===== src/rtl/irq_seq_pkg.sv =====
package irq_seq_pkg;

    typedef enum logic [2:0] {
        S_IDLE,
        S_PUSH_PSR,
        S_PUSH_PC,
        S_VEC,
        S_POP_PC,
        S_POP_PSR
    } seq_state_e;

    typedef struct packed {
        seq_state_e state;
        logic [15:0] sp;
        logic [15:0] ssp;
        logic [15:0] usp;
        logic [15:0] old_psr;
        logic [15:0] old_pc;
        logic [7:0]  vec;
        logic        pc_we;
        logic [15:0] pc_wd;
        logic        psr_we;
        logic [15:0] psr_wd;
        logic        r6_we;
        logic [15:0] r6_wd;
        logic        done;
        logic        viol;
    } seq_regs_t;

endpackage


===== src/rtl/irq_accept.sv =====
module irq_accept #(
    parameter int PRIO_W = 3
) (
    input  logic              src_ready,
    input  logic              src_ie,
    input  logic [PRIO_W-1:0] src_prio,
    input  logic [PRIO_W-1:0] cur_prio,
    output logic              take
);
    always_comb begin
        take = src_ready && src_ie && (src_prio > cur_prio);
    end
endmodule


===== src/rtl/irq_vec_addr.sv =====
module irq_vec_addr #(
    parameter int          W        = 16,
    parameter int          VEC_W    = 8,
    parameter logic [15:0] VEC_BASE = 16'h0200
) (
    input  logic [VEC_W-1:0] vec,
    output logic [W-1:0]     addr
);
    localparam int OFS_W = VEC_W + 1;

    logic [OFS_W-1:0] ofs;

    always_comb begin
        ofs  = {vec, 1'b0};
        addr = W'(VEC_BASE) + W'(ofs);
    end
endmodule


===== src/rtl/irq_seq.sv =====
module irq_seq
    import irq_seq_pkg::*;
#(
    parameter int          W         = 16,
    parameter int          PRIO_W    = 3,
    parameter int          VEC_W     = 8,
    parameter logic [15:0] VEC_BASE  = 16'h0200,
    parameter logic [15:0] SSP_RESET = 16'h3000
) (
    input  logic              clk,
    input  logic              rst_n,
    input  logic              kbd_ready,
    input  logic              kbd_ie,
    input  logic [PRIO_W-1:0] irq_prio,
    input  logic [PRIO_W-1:0] run_prio,
    input  logic [VEC_W-1:0]  irq_vector,
    input  logic              rti_req,
    input  logic [W-1:0]      pc_in,
    input  logic [W-1:0]      psr_in,
    input  logic [W-1:0]      r6_in,
    output logic              pc_we,
    output logic [W-1:0]      pc_wdata,
    output logic              psr_we,
    output logic [W-1:0]      psr_wdata,
    output logic              r6_we,
    output logic [W-1:0]      r6_wdata,
    output logic              mem_req,
    output logic              mem_we,
    output logic [W-1:0]      mem_addr,
    output logic [W-1:0]      mem_wdata,
    input  logic [W-1:0]      mem_rdata,
    input  logic              mem_ready,
    output logic              done,
    output logic              priv_viol
);
    localparam int     MODE_BIT = W - 1;
    localparam logic [W-1:0] STEP     = W'(2);
    localparam logic [W-1:0] MODE_CLR = ~(W'(1) << MODE_BIT);

    seq_regs_t r_q, r_d;
    logic      take;
    logic [W-1:0] vec_addr;

    irq_accept #(.PRIO_W(PRIO_W)) u_accept (
        .src_ready (kbd_ready),
        .src_ie    (kbd_ie),
        .src_prio  (irq_prio),
        .cur_prio  (run_prio),
        .take      (take)
    );

    irq_vec_addr #(.W(W), .VEC_W(VEC_W), .VEC_BASE(VEC_BASE)) u_vec (
        .vec  (r_q.vec),
        .addr (vec_addr)
    );

    always_comb begin
        r_d        = r_q;
        r_d.pc_we  = 1'b0;
        r_d.psr_we = 1'b0;
        r_d.r6_we  = 1'b0;
        r_d.done   = 1'b0;
        r_d.viol   = 1'b0;
        mem_req    = 1'b0;
        mem_we     = 1'b0;
        mem_addr   = '0;
        mem_wdata  = '0;
        case (r_q.state)
            S_IDLE: begin
                if (rti_req) begin
                    if (psr_in[MODE_BIT]) begin
                        r_d.viol = 1'b1;
                    end else begin
                        r_d.sp    = r6_in;
                        r_d.state = S_POP_PC;
                    end
                end else if (take) begin
                    r_d.old_psr = psr_in;
                    r_d.old_pc  = pc_in;
                    r_d.vec     = irq_vector;
                    r_d.psr_we  = 1'b1;
                    r_d.psr_wd  = psr_in & MODE_CLR;
                    if (psr_in[MODE_BIT]) begin
                        r_d.usp   = r6_in;
                        r_d.sp    = r_q.ssp;
                        r_d.r6_we = 1'b1;
                        r_d.r6_wd = r_q.ssp;
                    end else begin
                        r_d.sp = r6_in;
                    end
                    r_d.state = S_PUSH_PSR;
                end
            end
            S_PUSH_PSR, S_PUSH_PC: begin
                mem_req   = 1'b1;
                mem_we    = 1'b1;
                mem_addr  = r_q.sp - STEP;
                mem_wdata = (r_q.state == S_PUSH_PSR) ? r_q.old_psr : r_q.old_pc;
                if (mem_ready) begin
                    r_d.sp    = r_q.sp - STEP;
                    r_d.r6_we = 1'b1;
                    r_d.r6_wd = r_q.sp - STEP;
                    r_d.state = (r_q.state == S_PUSH_PSR) ? S_PUSH_PC : S_VEC;
                end
            end
            S_VEC: begin
                mem_req  = 1'b1;
                mem_addr = vec_addr;
                if (mem_ready) begin
                    r_d.pc_we = 1'b1;
                    r_d.pc_wd = mem_rdata;
                    r_d.done  = 1'b1;
                    r_d.state = S_IDLE;
                end
            end
            S_POP_PC: begin
                mem_req  = 1'b1;
                mem_addr = r_q.sp;
                if (mem_ready) begin
                    r_d.pc_we = 1'b1;
                    r_d.pc_wd = mem_rdata;
                    r_d.sp    = r_q.sp + STEP;
                    r_d.r6_we = 1'b1;
                    r_d.r6_wd = r_q.sp + STEP;
                    r_d.state = S_POP_PSR;
                end
            end
            S_POP_PSR: begin
                mem_req  = 1'b1;
                mem_addr = r_q.sp;
                if (mem_ready) begin
                    r_d.psr_we = 1'b1;
                    r_d.psr_wd = mem_rdata;
                    r_d.sp     = r_q.sp + STEP;
                    r_d.r6_we  = 1'b1;
                    if (mem_rdata[MODE_BIT]) begin
                        r_d.ssp   = r_q.sp + STEP;
                        r_d.r6_wd = r_q.usp;
                    end else begin
                        r_d.r6_wd = r_q.sp + STEP;
                    end
                    r_d.done  = 1'b1;
                    r_d.state = S_IDLE;
                end
            end
            default: r_d.state = S_IDLE;
        endcase
    end

    always_ff @(posedge clk or negedge rst_n) begin
        if (!rst_n) begin
            r_q       <= '0;
            r_q.state <= S_IDLE;
            r_q.ssp   <= SSP_RESET;
        end else begin
            r_q <= r_d;
        end
    end

    assign pc_we     = r_q.pc_we;
    assign pc_wdata  = r_q.pc_wd;
    assign psr_we    = r_q.psr_we;
    assign psr_wdata = r_q.psr_wd;
    assign r6_we     = r_q.r6_we;
    assign r6_wdata  = r_q.r6_wd;
    assign done      = r_q.done;
    assign priv_viol = r_q.viol;


    req_hold_chk: assert property (@(posedge clk) disable iff (!rst_n)
        (mem_req && !mem_ready) |=> (mem_req && $stable(mem_addr) && $stable(mem_we) && $stable(mem_wdata)));


    push_predec_chk: assert property (@(posedge clk) disable iff (!rst_n)
        (mem_req && mem_we && mem_ready) |=> (r6_we && r6_wdata == $past(mem_addr)));


    viol_quiet_chk: assert property (@(posedge clk) disable iff (!rst_n)
        priv_viol |-> (!pc_we && !psr_we && !r6_we && !done));


    done_load_chk: assert property (@(posedge clk) disable iff (!rst_n)
        done |-> (pc_we || psr_we));


    busy_no_viol_chk: assert property (@(posedge clk) disable iff (!rst_n)
        (mem_req && !mem_ready) |=> !priv_viol);
endmodule


===== config.mk =====
export PLATFORM = sky130hd
export DESIGN_NAME = irq_seq
export DESIGN_NICKNAME = d
export VERILOG_FILES = /design/src/rtl/irq_seq_pkg.sv /design/src/rtl/irq_accept.sv /design/src/rtl/irq_vec_addr.sv /design/src/rtl/irq_seq.sv
export SDC_FILE = /design/constraint.sdc
export NUM_CORES = 1
export LEC_CHECK = 0
export BUFFER_PORTS_ARGS = -buffer_cell sky130_fd_sc_hd__buf_2
export CAP_MARGIN = 10
export CORE_MARGIN = 5
export CORE_UTILIZATION = 35
export DETAILED_ROUTE_END_ITERATION = 8
export GPL_ROUTABILITY_DRIVEN = 0
export PLACE_DENSITY = 0.58
export SYNTH_ARGS = -nofsm -noshare
export SYNTH_HDL_FRONTEND = slang
export SYNTH_SLANG_ARGS = --single-unit

===== constraint.sdc =====
create_clock -name clk -period 2.9 [get_ports clk]
set_input_delay 0.145 -clock clk [delete_from_list [all_inputs] [get_ports clk]]
set_output_delay 0.145 -clock clk [all_outputs]
set_load 0.1 [all_outputs]

# Word-level counts from Yosys, hierarchy flattened

Index checks and enable logic that the tools add are counted.

Flip-flop bits (word level): 144
Input port bits: 84
Word-level logic and storage cells: 84
Output and inout port bits: 87

Bitwise logic cells: 1
Eq/ne operators: 14
Muxes and demuxes: 33
$lt $le $gt $ge: 1
Add/subtract/negate cells: 3
Reduce and logical (&&, ||, !) cells: 17

Operators by type and width:

| operator                                           | count |
|---|---|
| two-way mux 19 bit                                 | 5 |
| two-way mux 17 bit                                 | 5 |
| two-way mux 16 bit                                 | 5 |
| two-way mux 35 bit                                 | 2 |
| two-way mux 34 bit                                 | 2 |
| one-hot mux 17 bit (4 select lines)                | 1 |
| one-hot mux 16 bit (4 select lines)                | 1 |
| one-hot mux 16 bit (3 select lines)                | 1 |
| one-hot mux 17 bit (2 select lines)                | 1 |
| adder 16 x 2 -> 16 bit, second input constant      | 1 |
| subtractor 16 x 2 -> 16 bit, second input constant | 1 |
| one-hot mux 3 bit (5 select lines)                 | 1 |
| != test 2 bit, second input constant               | 7 |
| AND reduction 6 bit                                | 2 |
| adder 10 x 9 -> 11 bit, first input constant       | 1 |
| AND reduction 4 bit                                | 2 |
| two-way mux 1 bit                                  | 7 |
| AND reduction 7 bit                                | 1 |
| == test 3 x 2 -> 1 bit, second input constant      | 2 |
| == test 3 bit, second input constant               | 2 |
| != test 3 bit, second input constant               | 2 |
| AND reduction 3 bit                                | 2 |
| OR reduction 2 bit                                 | 3 |
| OR reduction 5 bit                                 | 1 |
| 10 further kinds                                   | 11 |

# Longest topological paths before layout

Gate-level depths: netlist of the first run.

Word-level depth: 5
Mapped depth: 9
Mapped depth without buffers: 8

# Hierarchy

Synthesis of the first run repeated with hierarchy kept, for this count alone.

Cell total of the unflattened synthesis: 962
Area total of the unflattened synthesis: 8394.3 sq um

By module, submodules not included:

| module       | cells each | area an instance (sq um) | sequential area each (sq um) | instances |
|---|---|---|---|---|
| irq_seq      | 934        | 8190.4                   | 3606.0                       | 1 |
| irq_vec_addr | 18         | 127.6                    | 0.0                          | 1 |
| irq_accept   | 10         | 76.3                     | 0.0                          | 1 |

# Least setup slack after synthesis of the first run

Ideal clock, no wire load.

Path kind: reg-to-output
Start point: register r_q[142] (netlist bit)
End point: output port mem_addr[11]
Slack: -1.217 ns
Arrival: 3.972 ns
Data required time: 2.755 ns
Path buffers: 3
Cell stages (with the launch flop): 9
Cells stage by stage: dfrtp_1 buf_2 xor2_1 nand2_1 inv_1 clkbuf_1 buf_2 a21oi_1 o21ai_0

Cells in the longest elaborated chain, start to end: 3
Elaborated cells between the ends (all ways): 8

Ends and longest elaborated chain:

| item                                        | line           | source |
|---|---|---|
| start, declared                             | irq_seq.sv:40  | `seq_regs_t r_q, r_d;` |
| start signal, assigned                      | irq_seq.sv:156 | `r_q <= r_d;` |
| == test 3 bit, or another cell as far along | irq_seq.sv:68  | `case (r_q.state)` |
| OR reduction 2 bit (on tied branches)       | -              |  |
| one-hot mux 16 bit (3 select lines) (*)     | irq_seq.sv:68  |  |
| end, declared                               | irq_seq.sv:29  | `output logic [W-1:0] mem_addr,` |

Mark *: on every way between the ends. The rest lies on a longest branch, timed or not.

# Final worst setup path of the first run

Start point: register r_q[127] (netlist bit)
End point: output port mem_addr[7]

Cells in the longest elaborated chain, start to end: 2

Ends and longest elaborated chain:

| item                                | line          | source |
|---|---|---|
| subtractor 16 x 2 -> 16 bit         | irq_seq.sv:97 | `mem_addr = r_q.sp - STEP;` |
| one-hot mux 16 bit (3 select lines) | irq_seq.sv:68 |  |

Every way passes these cells.

==> impl_metrics.env, run 1 <==
export IMPL_status="completed"
export IMPL_numPortBuffers=170
export IMPL_syn_avg_cell_area_um2=8.717
export IMPL_initial_core_util_pct=35.58
export IMPL_yosys_warnings=0
export IMPL_max_freq_mhz=361.3
export IMPL_cpMaxStageDelayCell="or4b_2"
export IMPL_antenna_found_initial=2
export IMPL_min_from="psr_in[15]"
export IMPL_report_final_slew_viol_count=0
export IMPL_fin_tns_setup_ps=0
export IMPL_rsz0062_at_grt="no"
export IMPL_synthDistinctLibCells=70
export IMPL_relSlewSlack_pct=50.41
export IMPL_synth_edf_count=0
export IMPL_slowest_delay_ps=620
export IMPL_ant_nets=0
export IMPL_cp_data_required_time_ps=2760
export IMPL_mostFrequentLayoutCell="nand2_1"
export IMPL_hold_end="priv_viol$_DFF_PN0_"
export IMPL_dpl_hpwl_mm=19.26
export IMPL_worst_slew_pin_slew_ps=736.1
export IMPL_grt_overflow_total=0
export IMPL_synth_area_um2=8351
export IMPL_fp_dieW_um=164.5
export IMPL_holdPathStages=2
export IMPL_synth_nets=1047
export IMPL_fin_crit_ps=2768
export IMPL_ys_flop_type="dfrtp_1"
export IMPL_fin_area_um2=10970
export IMPL_first_global_vias=7818
export IMPL_cts_root_buf="clkbuf_16"
export IMPL_tritoncts="done"
export IMPL_synthArstFlopShare_pct=100.0
export IMPL_r2r_end="r6_wdata[13]$_DFFE_PN0P_"
export IMPL_reg2reg_slack_ps=450
export IMPL_crit_arrival_ps=2620
export IMPL_reg2regPathDepth=7
export IMPL_coreArea_um2=23470
export IMPL_grtUsageTotal_pct=20.46
export IMPL_register_area_um2=3608
export IMPL_multi_input_area_um2=4045
export IMPL_cts_clk_slew_worst_paths_ps=70
export IMPL_nNetsFinal=1228
export IMPL_cp_num_buf_inv=2
export IMPL_syn_to_final_growth_pct=31.33
export IMPL_crit_path_start_kind="flop"
export IMPL_wire_per_inst_um=18.57
export IMPL_setup_violations=0
export IMPL_ioPinCount=171
export IMPL_dieArea_um2=27050
export IMPL_cts_buffer_depth=2
export IMPL_drc=0
export IMPL_grt_pass1_wl_mm=43.22
export IMPL_vias_per_cell=5.265
export IMPL_final_cell_mix="nand2_1 (233), buf_2 (143), dfrtp_1 (140)"
export IMPL_timing_rr_start="r_q[126]$_DFFE_PN0P_"
export IMPL_cts_sinks=144
export IMPL_fillers=2270
export IMPL_fin_crit_sh_pct=95.43
export IMPL_cts_made_buffers=17
export IMPL_clk_latency_ps=440
export IMPL_diodes=0
export IMPL_crit_family="compound AO/OA/AOI/OAI gates"
export IMPL_netlist_instances=958
export IMPL_drtPass1Iterations=5
export IMPL_synth_seq_area_share_pct=43.18
export IMPL_path_cells="inv_2, ha_4, or4b_2, o21ai_2, o21a_1, o21ai_0, a221o_1, buf_6"
export IMPL_grt_start_max_net_pins=70
export IMPL_timing_worst_setup_path_type="flop to primary output"
export IMPL_synth_seq_cells=144
export IMPL_worstPathMaxFanout=6
export IMPL_core_rowCount=56
export IMPL_wirelength_mm=27.32
export IMPL_vias=7745
export IMPL_htreeDepth=4
export IMPL_endpoint_kind="primary output"
export IMPL_worstHoldPathType="primary input to flop"
export IMPL_cap_violations=0
export IMPL_hold_viol=0
export IMPL_place_area_um2=9603
export IMPL_dieHeight_um=164.5
export IMPL_drive_gt1_share_pct=27.08
export IMPL_finalClockSkew_ps=21.11
export IMPL_drt_iter0_markers=631
metrics by stage:
stage / setup slack (ps) / cells / hold WS [ps] / utilization [%]
finish: 132.5 / 1471 / 3.892 / 46.72
global route: 5.994 / 1471 / 5.540 / 46.72
CTS: 6.012 / 1470 / 0.09651 / 46.51
detailed placement: 297.3 / 1368 / 216.7 / 40.91
global placement: 336.8 / 1368 / 219.7 / 40.91
floorplan: -900.0 / 958 / -150.6 / -
sequential cells by signal, indices dropped and copies added (netlist names):
register	count
psr_we	1
r_q	91
r6_wdata	16
pc_wdata	16
pc_we	1
r6_we	1
psr_wdata	16
priv_viol	1
done	1
repair_timing:
item,CTS,global route
setup endpoints to repair,3,23
endpoints found under the hold margin,137,0
cloned,0,0
hold buffers,70,0
buffers inserted,0,1
resized for setup,5,10
per-layer routing:
layer | track usage (%) | up-vias | wire [um]
met4 | 6.352 | 4 | 634
met2 | 33.66 | 310 | 13170
met3 | 6.588 | 42 | 2416
met5 | 0 | - | 14
met1 | 25.68 | 3729 | 11080
li1 | - | 3660 | -
kinds of logic (layout without fill, tap and decap cells):
family / after synthesis / in the layout / share of synthesized area [%]
adders and majority gates: 7 / 7 / 0.9889
muxes: 37 / 37 / 4.885
buffers and inverters: 140 / 334 / 9.694
AOI/OAI and AO/OA: 215 / 215 / 17.68
DFF: 144 / 144 / 43.18
and+or+nand+nor: 390 / 390 / 20.95
xor gates and xnor gates: 25 / 25 / 2.622
final cells by class:
| class | count | share of cell area [%] |
|---|---|---|
| Clock buffer | 18 | 3.913 |
| Clock inverter | 14 | 1.517 |
| Inverter | 23 | 0.7872 |
| Multi-Input combinational cell | 674 | 36.89 |
| Sequential cell | 144 | 32.90 |
| Tap cell | 319 | 3.639 |
| Timing Repair Buffer | 279 | 20.35 |
how the worst max path moves through the flow:
stage	from	end	slack (ps)	cells after the start
finish	r_q[127]$_DFFE_PN0P_	mem_addr[7]	130	8
global route	r_q[127]$_DFFE_PN0P_	mem_addr[7]	6	8
CTS	r_q[127]$_DFFE_PN0P_	mem_addr[7]	6	8
detailed placement	r_q[127]$_DFFE_PN0P_	mem_addr[7]	300	8
global placement	r_q[127]$_DFFE_PN0P_	mem_addr[7]	340	8
floorplan	r_q[141]$_DFFE_PN0P_	mem_addr[3]	-900	6
synth_stat cells (7+ instances only):
library cell | n | share of area, %
nand3_1 | 17 | 1.0
a22o_1 | 19 | 2.0
mux2i_1 | 7 | 0.84
clkbuf_1 | 38 | 1.7
xnor2_1 | 21 | 2.2
nand4_1 | 7 | 0.52
mux2_2 | 30 | 4.0
a21oi_1 | 53 | 3.2
and3_1 | 10 | 0.75
nor3_1 | 28 | 1.7
o31ai_1 | 14 | 1.3
dfrtp_1 | 142 | 43
a221oi_1 | 9 | 0.94
a21o_1 | 17 | 1.5
o22ai_1 | 13 | 0.97
buf_2 | 15 | 0.90
buf_4 | 50 | 4.5
a31oi_1 | 8 | 0.60
nand2_1 | 233 | 10
nor2_1 | 51 | 2.3
o21ai_0 | 30 | 1.8
inv_1 | 22 | 0.99
worst reg2reg max path, delay by kind of cell, from the launching register on:
family,cells,cell delay [ps]
DFF,1,360
AOI/OAI and AO/OA,2,430
adders and majority gates,1,230
buffers and inverters,1,180
xor gates and xnor gates,1,310
and+or+nand+nor,2,840
Power of run 1 is not shown: default switching activity piles up to over one toggle a cycle in this logic, so the estimate is an artifact.
==> inputs of run 2 (changes only) <==
==> constraint.sdc (replaced) <==
create_clock -name clk -period 2.7 [get_ports clk]
set_input_delay 0.135 -clock clk [delete_from_list [all_inputs] [get_ports clk]]
set_output_delay 0.135 -clock clk [all_outputs]
set_load 0.1 [all_outputs]
==> run 2 against run 1 <==
Against the previous run: sequential share of layout area down 0.92 points; clock-buffer cell count down 1; worst hold slack better by 42 ps; global-route usage down 0.24 points; flip-flop and latch count unchanged; die area unchanged; setup slack worse by 9.3 ps; clock skew down 8.0 ps; wire length down 0.81%; critical endpoint is now mem_addr[11]; highest routed layer unchanged.
==> impl_metrics.env, run 2 (synthesis results as in run 1) <==
export IMPL_status="completed"
export IMPL_fin_crit_ps=2577
export IMPL_fin_area_um2=11270
export IMPL_ant_nets=0
export IMPL_first_global_vias=7809
export IMPL_wire_per_inst_um=18.23
export IMPL_crit_path_start_kind="flop"
export IMPL_setup_violations=0
export IMPL_cts_made_buffers=17
export IMPL_relSlewSlack_pct=57.00
export IMPL_dieArea_um2=27050
export IMPL_coreArea_um2=23470
export IMPL_clk_latency_ps=430
export IMPL_top_register="r_q"
export IMPL_hold_viol=0
export IMPL_dp_slack_ps=244.7
export IMPL_final_cell_mix="nand2_1 (232), dfrtp_1 (142), buf_2 (137)"
export IMPL_core_rowCount=56
export IMPL_cpMaxStageDelayCell="dfrtp_1"
export IMPL_path_cells="inv_2, ha_2, buf_4, nor4b_4, buf_4, nand4b_1, or3_1, o21ai_2, buf_12"
export IMPL_initial_core_util_pct=35.58
export IMPL_drive_gt1_share_pct=27.75
export IMPL_grt_pass1_wl_mm=43.10
export IMPL_finalClockSkew_ps=13.13
export IMPL_placedCellCount=1379
export IMPL_cp_data_required_time_ps=2570
export IMPL_grtUsageTotal_pct=20.22
export IMPL_cts_clk_slew_worst_paths_ps=70
export IMPL_drt_iter0_markers=554
export IMPL_fp_dieW_um=164.5
export IMPL_syn_to_final_growth_pct=35.02
export IMPL_fin_crit_sh_pct=95.44
export IMPL_wirelength_mm=27.10
export IMPL_cts_sinks=144
export IMPL_vias=7752
export IMPL_endpoint_kind="primary output"
export IMPL_cap_violations=0
export IMPL_place_area_um2=9863
export IMPL_drc=0
export IMPL_dpl_hpwl_mm=19.74
export IMPL_timing_worst_setup_path_type="flop to primary output"
export IMPL_report_final_slew_viol_count=0
export IMPL_setup_slack_ps=123.2
export IMPL_mostFrequentLayoutCell="nand2_1"
export IMPL_nNetsFinal=1241
export IMPL_drtPass1Iterations=6
export IMPL_grt_overflow_total=0
export IMPL_dieHeight_um=164.5
export IMPL_cts_buffer_depth=2
export IMPL_crit_arrival_ps=2440
export IMPL_worst_slew_pin_slew_ps=644.9
export IMPL_rsz0062_at_grt="yes"
export IMPL_htreeDepth=4
export IMPL_path_common_cell="buf_4"
export IMPL_numPortBuffers=170
export IMPL_worstHoldPathType="primary input to flop"
export IMPL_fin_tns_setup_ps=0
export IMPL_worstPathMaxFanout=6
export IMPL_antenna_found_initial=5
export IMPL_max_freq_mhz=388.1
export IMPL_grt_start_max_net_pins=76
export IMPL_cts_root_buf="clkbuf_16"
export IMPL_largest_reg_flops=91
export IMPL_ioPinCount=171
export IMPL_vias_per_cell=5.217
export IMPL_layout_cells_non_filler=1486
export IMPL_tritoncts="done"
export IMPL_slowest_delay_ps=380
## run 2: path summary, 6_finish.rpt
check | startpoint | to | slack, ps | cells after the start
max in group asynchronous | rst_n | r_q[66]$_DFFE_PN0P_ | 1700 | 3
setup reg to reg | r_q[126]$_DFFE_PN0P_ | r6_wdata[13]$_DFFE_PN0P_ | 450 | 7
hold / removal | rti_req | priv_viol$_DFF_PN0_ | 50 | 2
hold reg to reg | r_q[65]$_DFFE_PN0P_ | r_q[65]$_DFFE_PN0P_ | 460 | 2
min in group asynchronous | rst_n | r_q[135]$_DFFE_PN0P_ | 160 | 2
setup / recovery | r_q[126]$_DFFE_PN0P_ | mem_addr[11] | 120 | 9
## run 2: through the flow
step	hold slack, ps	utilization, %
final	45.41	48.03
after global routing	41.25	48.02
after CTS	27.84	47.69
after detailed placement	43.94	42.02
after global placement	42.44	42.02
after floorplan	-160.6	-
## run 2: cell type report
type	instances	area [um2]
multi-input combinational	674	4128
inverter	23	86.33
timing repair buffer	292	2459
clock inverter	14	163.9
tap	319	399.1
sequential	144	3606
clock buffer	17	425.4
fill	2266	12200
antenna	3	7.507
## run 2: metal layers
metal	part of all wire [%]	global-route usage, %	routed length [um]	vias up
met5	0.10	0	27	-
met4	1.6	4.423	438	4
met3	8.9	6.364	2401	34
met2	49	33.68	13240	290
met1	41	25.90	10990	3731
li1	-	-	-	3693
## run 2: what timing repair did
item / in CTS / in global routing
gates resized for setup: 7 / 17
pin swaps: 0 / 1
hold buffers: 72 / 0
setup buffers: 0 / 1
endpoints found under the hold margin: 101 / 0
setup endpoints to repair: 4 / 7
## run 2: critical path, delay by kind of cell, from the launching register on
family	cells	cell delay, ps
AND/OR/NAND/NOR	3	740
AO/OA/AOI/OAI	1	100
flip-flops	1	380
adder cells (fa/ha/maj)	1	180
buffers and inverters	4	600
Power of run 2 is left out for the same reason.
==> inputs of run 3 (changes only) <==
--- a/config.mk
+++ b/config.mk
@@ -5,6 +5,7 @@
 export SDC_FILE = /design/constraint.sdc
 export NUM_CORES = 1
 export LEC_CHECK = 0
+export ABC_AREA = 1
 export BUFFER_PORTS_ARGS = -buffer_cell sky130_fd_sc_hd__buf_2
 export CAP_MARGIN = 10
 export CORE_MARGIN = 5
==> run 3 against run 2 <==
Against the previous run: via count increased by 0.39%; register-to-register slack improved by 120 ps; global-route usage hardly changed; first-iteration DRC count grew 35%; highest routed layer is now met4; clock-buffer cell count is 2 higher; die area decreased by 3.6%.
==> impl_metrics.env, run 3 <==
export IMPL_status="completed"
export IMPL_endpoint_kind="primary output"
export IMPL_mostFrequentLayoutCell="nand2_1"
export IMPL_coreArea_um2=22640
export IMPL_path_common_cell="nand3_1"
export IMPL_numPortBuffers=170
export IMPL_wire_per_inst_um=17.07
export IMPL_timing_worst_setup_path_type="flop to primary output"
export IMPL_yosys_warnings=0
export IMPL_crit_path_start_kind="flop"
export IMPL_busiest_layer="met1"
export IMPL_synth_seq_area_share_pct=44.90
export IMPL_synth_edf_count=0
export IMPL_crit_family="simple AND/OR/NAND/NOR gates"
export IMPL_tritoncts="done"
export IMPL_htreeDepth=4
export IMPL_fin_crit_ps=2493
export IMPL_setup_violations=0
export IMPL_drtPass1Iterations=5
export IMPL_drive_gt1_share_pct=20.16
export IMPL_r2r_end="r6_wdata[7]$_DFFE_PN0P_"
export IMPL_fin_util_pct=46.13
export IMPL_crit_arrival_ps=2360
export IMPL_drc=0
export IMPL_cts_clk_slew_worst_paths_ps=60
export IMPL_yosysTopAreaCellShare_pct=44.24
export IMPL_drt_iter0_markers=749
export IMPL_final_cell_mix="nand2_1 (310), buf_2 (145), dfrtp_1 (142)"
export IMPL_timing_rr_start="r_q[126]$_DFFE_PN0P_"
export IMPL_grtUsageMet3_pct=4.159
export IMPL_cts_sinks=144
export IMPL_nNetsFinal=1337
export IMPL_ant_nets=0
export IMPL_grtUsageMet1_pct=29.74
export IMPL_path_cells="inv_1, ha_1, nand2_1, nor2_2, nand3_1, nand3_1, o211ai_1, buf_12"
export IMPL_synth_most_common_cell="nand2_1"
export IMPL_worstSetupEndpoint="mem_addr[9]"
export IMPL_synth_nets=1169
export IMPL_vias=7782
export IMPL_antenna_found_initial=3
export IMPL_dieHeight_um=161.5
export IMPL_synth_common_cells="nand2_1 (310), dfrtp_1 (142), inv_1 (98)"
export IMPL_synth_area_um2=8031
export IMPL_finalClockSkew_ps=10.15
export IMPL_worstHoldPathType="primary input to flop"
export IMPL_cp_depth=8
export IMPL_synthTopCellsByArea="dfrtp_1 (44%), nand2_1 (14%), nand3_1 (6.0%)"
export IMPL_report_final_slew_viol_count=0
export IMPL_top_register="r_q"
export IMPL_startpoint="r_q[126]$_DFFE_PN0P_"
export IMPL_first_global_vias=7450
export IMPL_worstPathMaxFanout=7
export IMPL_max_freq_mhz=401.1
export IMPL_hold_viol=0
export IMPL_clk_latency_ps=420
export IMPL_cp_data_required_time_ps=2570
export IMPL_fin_area_um2=10450
export IMPL_place_area_um2=9190
export IMPL_ys_flop_type="dfrtp_1"
export IMPL_fin_crit_sh_pct=92.34
export IMPL_dieArea_um2=26080
export IMPL_grt_overflow_total=0
export IMPL_cp_num_buf_inv=2
export IMPL_reg2regPathDepth=9
export IMPL_synthDistinctLibCells=33
export IMPL_wirelength_mm=26.44
export IMPL_worst_slew_pin_slew_ps=681.5
export IMPL_cap_violations=0
export IMPL_reg2reg_slack_ps=570
export IMPL_cts_made_buffers=17
export IMPL_cpMaxStageDelayCell="dfrtp_1"
export IMPL_synth_seq_cells=144
export IMPL_vias_per_cell=5.024
export IMPL_cts_setup_buffers=0
export IMPL_rsz0062_at_grt="no"
export IMPL_cts_root_buf="clkbuf_16"
export IMPL_relSlewSlack_pct=54.09
export IMPL_yosysTopAreaCell="dfrtp_1"
export IMPL_core_rowCount=55
export IMPL_ioPinCount=171
export IMPL_slowest_delay_ps=440
export IMPL_dpl_hpwl_mm=19.56
export IMPL_netlist_instances=1080
export IMPL_grt_start_max_net_pins=66
export IMPL_cts_buffer_depth=2
export IMPL_synthArstFlopShare_pct=100.0
export IMPL_syn_to_final_growth_pct=30.05
export IMPL_fp_dieW_um=161.5
export IMPL_initial_core_util_pct=35.47
export IMPL_grtUsageTotal_pct=20.24
export IMPL_grt_pass1_wl_mm=41.70
export IMPL_syn_avg_cell_area_um2=7.437
export IMPL_largest_reg_flops=91
export IMPL_grt_use_met2_pct=29.61
## run 3: cell types whose count changed after synthesis, sizes merged, moves of 21 or more
cell    change
inv        +90
mux2       -30
nand2      +80
nand3      +83
nor2       +32
nor3       -23
o211ai     +30
o21ai      +81
xnor2      -21
## run 3: routing by layer
metal	routed length, um	part of all wire [%]
met1	12440	47
met2	11540	44
met3	1761	6.7
met4	703	2.7
met5	0	0
## run 3: stage by stage
stage                     setup TNS (ps)  hold WS, ps  instances  worst slack (ps)
after floorplan                   -799.6       -160.6       1080            -199.9
after global placement                 0        172.7       1450             559.9
after detailed placement               0        171.3       1450             481.8
after CTS                              0        2.277       1545             112.8
after global routing                   0        8.837       1548             48.49
final                                  0        12.05       1549             206.7
## run 3: worst reg2reg max path, delay by kind of cell (launching register included)
kind | cells | cell delay (ps)
DFF | 1 | 440
and+or+nand+nor | 7 | 1080
adders and majority gates | 1 | 270
buffers and inverters | 1 | 220
## run 3: area by class of cell
type,instances,area [um2]
diodes,4,10.01
clock buffers,19,442.9
clock inverters,12,158.9
fillers,2270,12200
inverters,113,424.2
multi-input cells,725,3466
flip-flops and latches,144,3606
well taps,285,356.6
repair buffers,247,1981
## run 3: cells by family (layout without fill, tap and decap cells)
kind of cell / count (synthesis) / in the layout / share of synthesized area (%)
buf+inv: 211 / 391 / 13.02
fa+ha+maj: 5 / 5 / 0.7789
xor+xnor: 4 / 4 / 0.4362
other cells: 0 / 4 / 0
simple gates: 525 / 525 / 27.71
compound gates: 191 / 191 / 13.15
flops: 144 / 144 / 44.90
## run 3: worst min-delay path by stage
stage / startpoint / to / cells past startpoint / slack, ps
2_1_floorplan: rst_n / done$_DFF_PN0_ / 0 / -160
3_3_place_gp: rst_n / pc_wdata[7]$_DFFE_PN0P_ / 1 / 170
3_5_place_dp: rst_n / pc_wdata[7]$_DFFE_PN0P_ / 1 / 170
4_1_cts: r6_in[14] / r_q[107]$_DFFE_PN0P_ / 3 / 2
5_1_grt: r6_in[14] / r_q[107]$_DFFE_PN0P_ / 3 / 9
6_report: r6_in[14] / r_q[107]$_DFFE_PN0P_ / 3 / 10
## run 3: repair_timing
item | 4_1_cts | 5_1_grt
gates resized for setup | 0 | 1
hold buffers | 64 | 0
endpoints found under the setup margin | 0 | 3
hold endpoints to repair | 132 | 0
Power of run 3 is left out for the same reason.
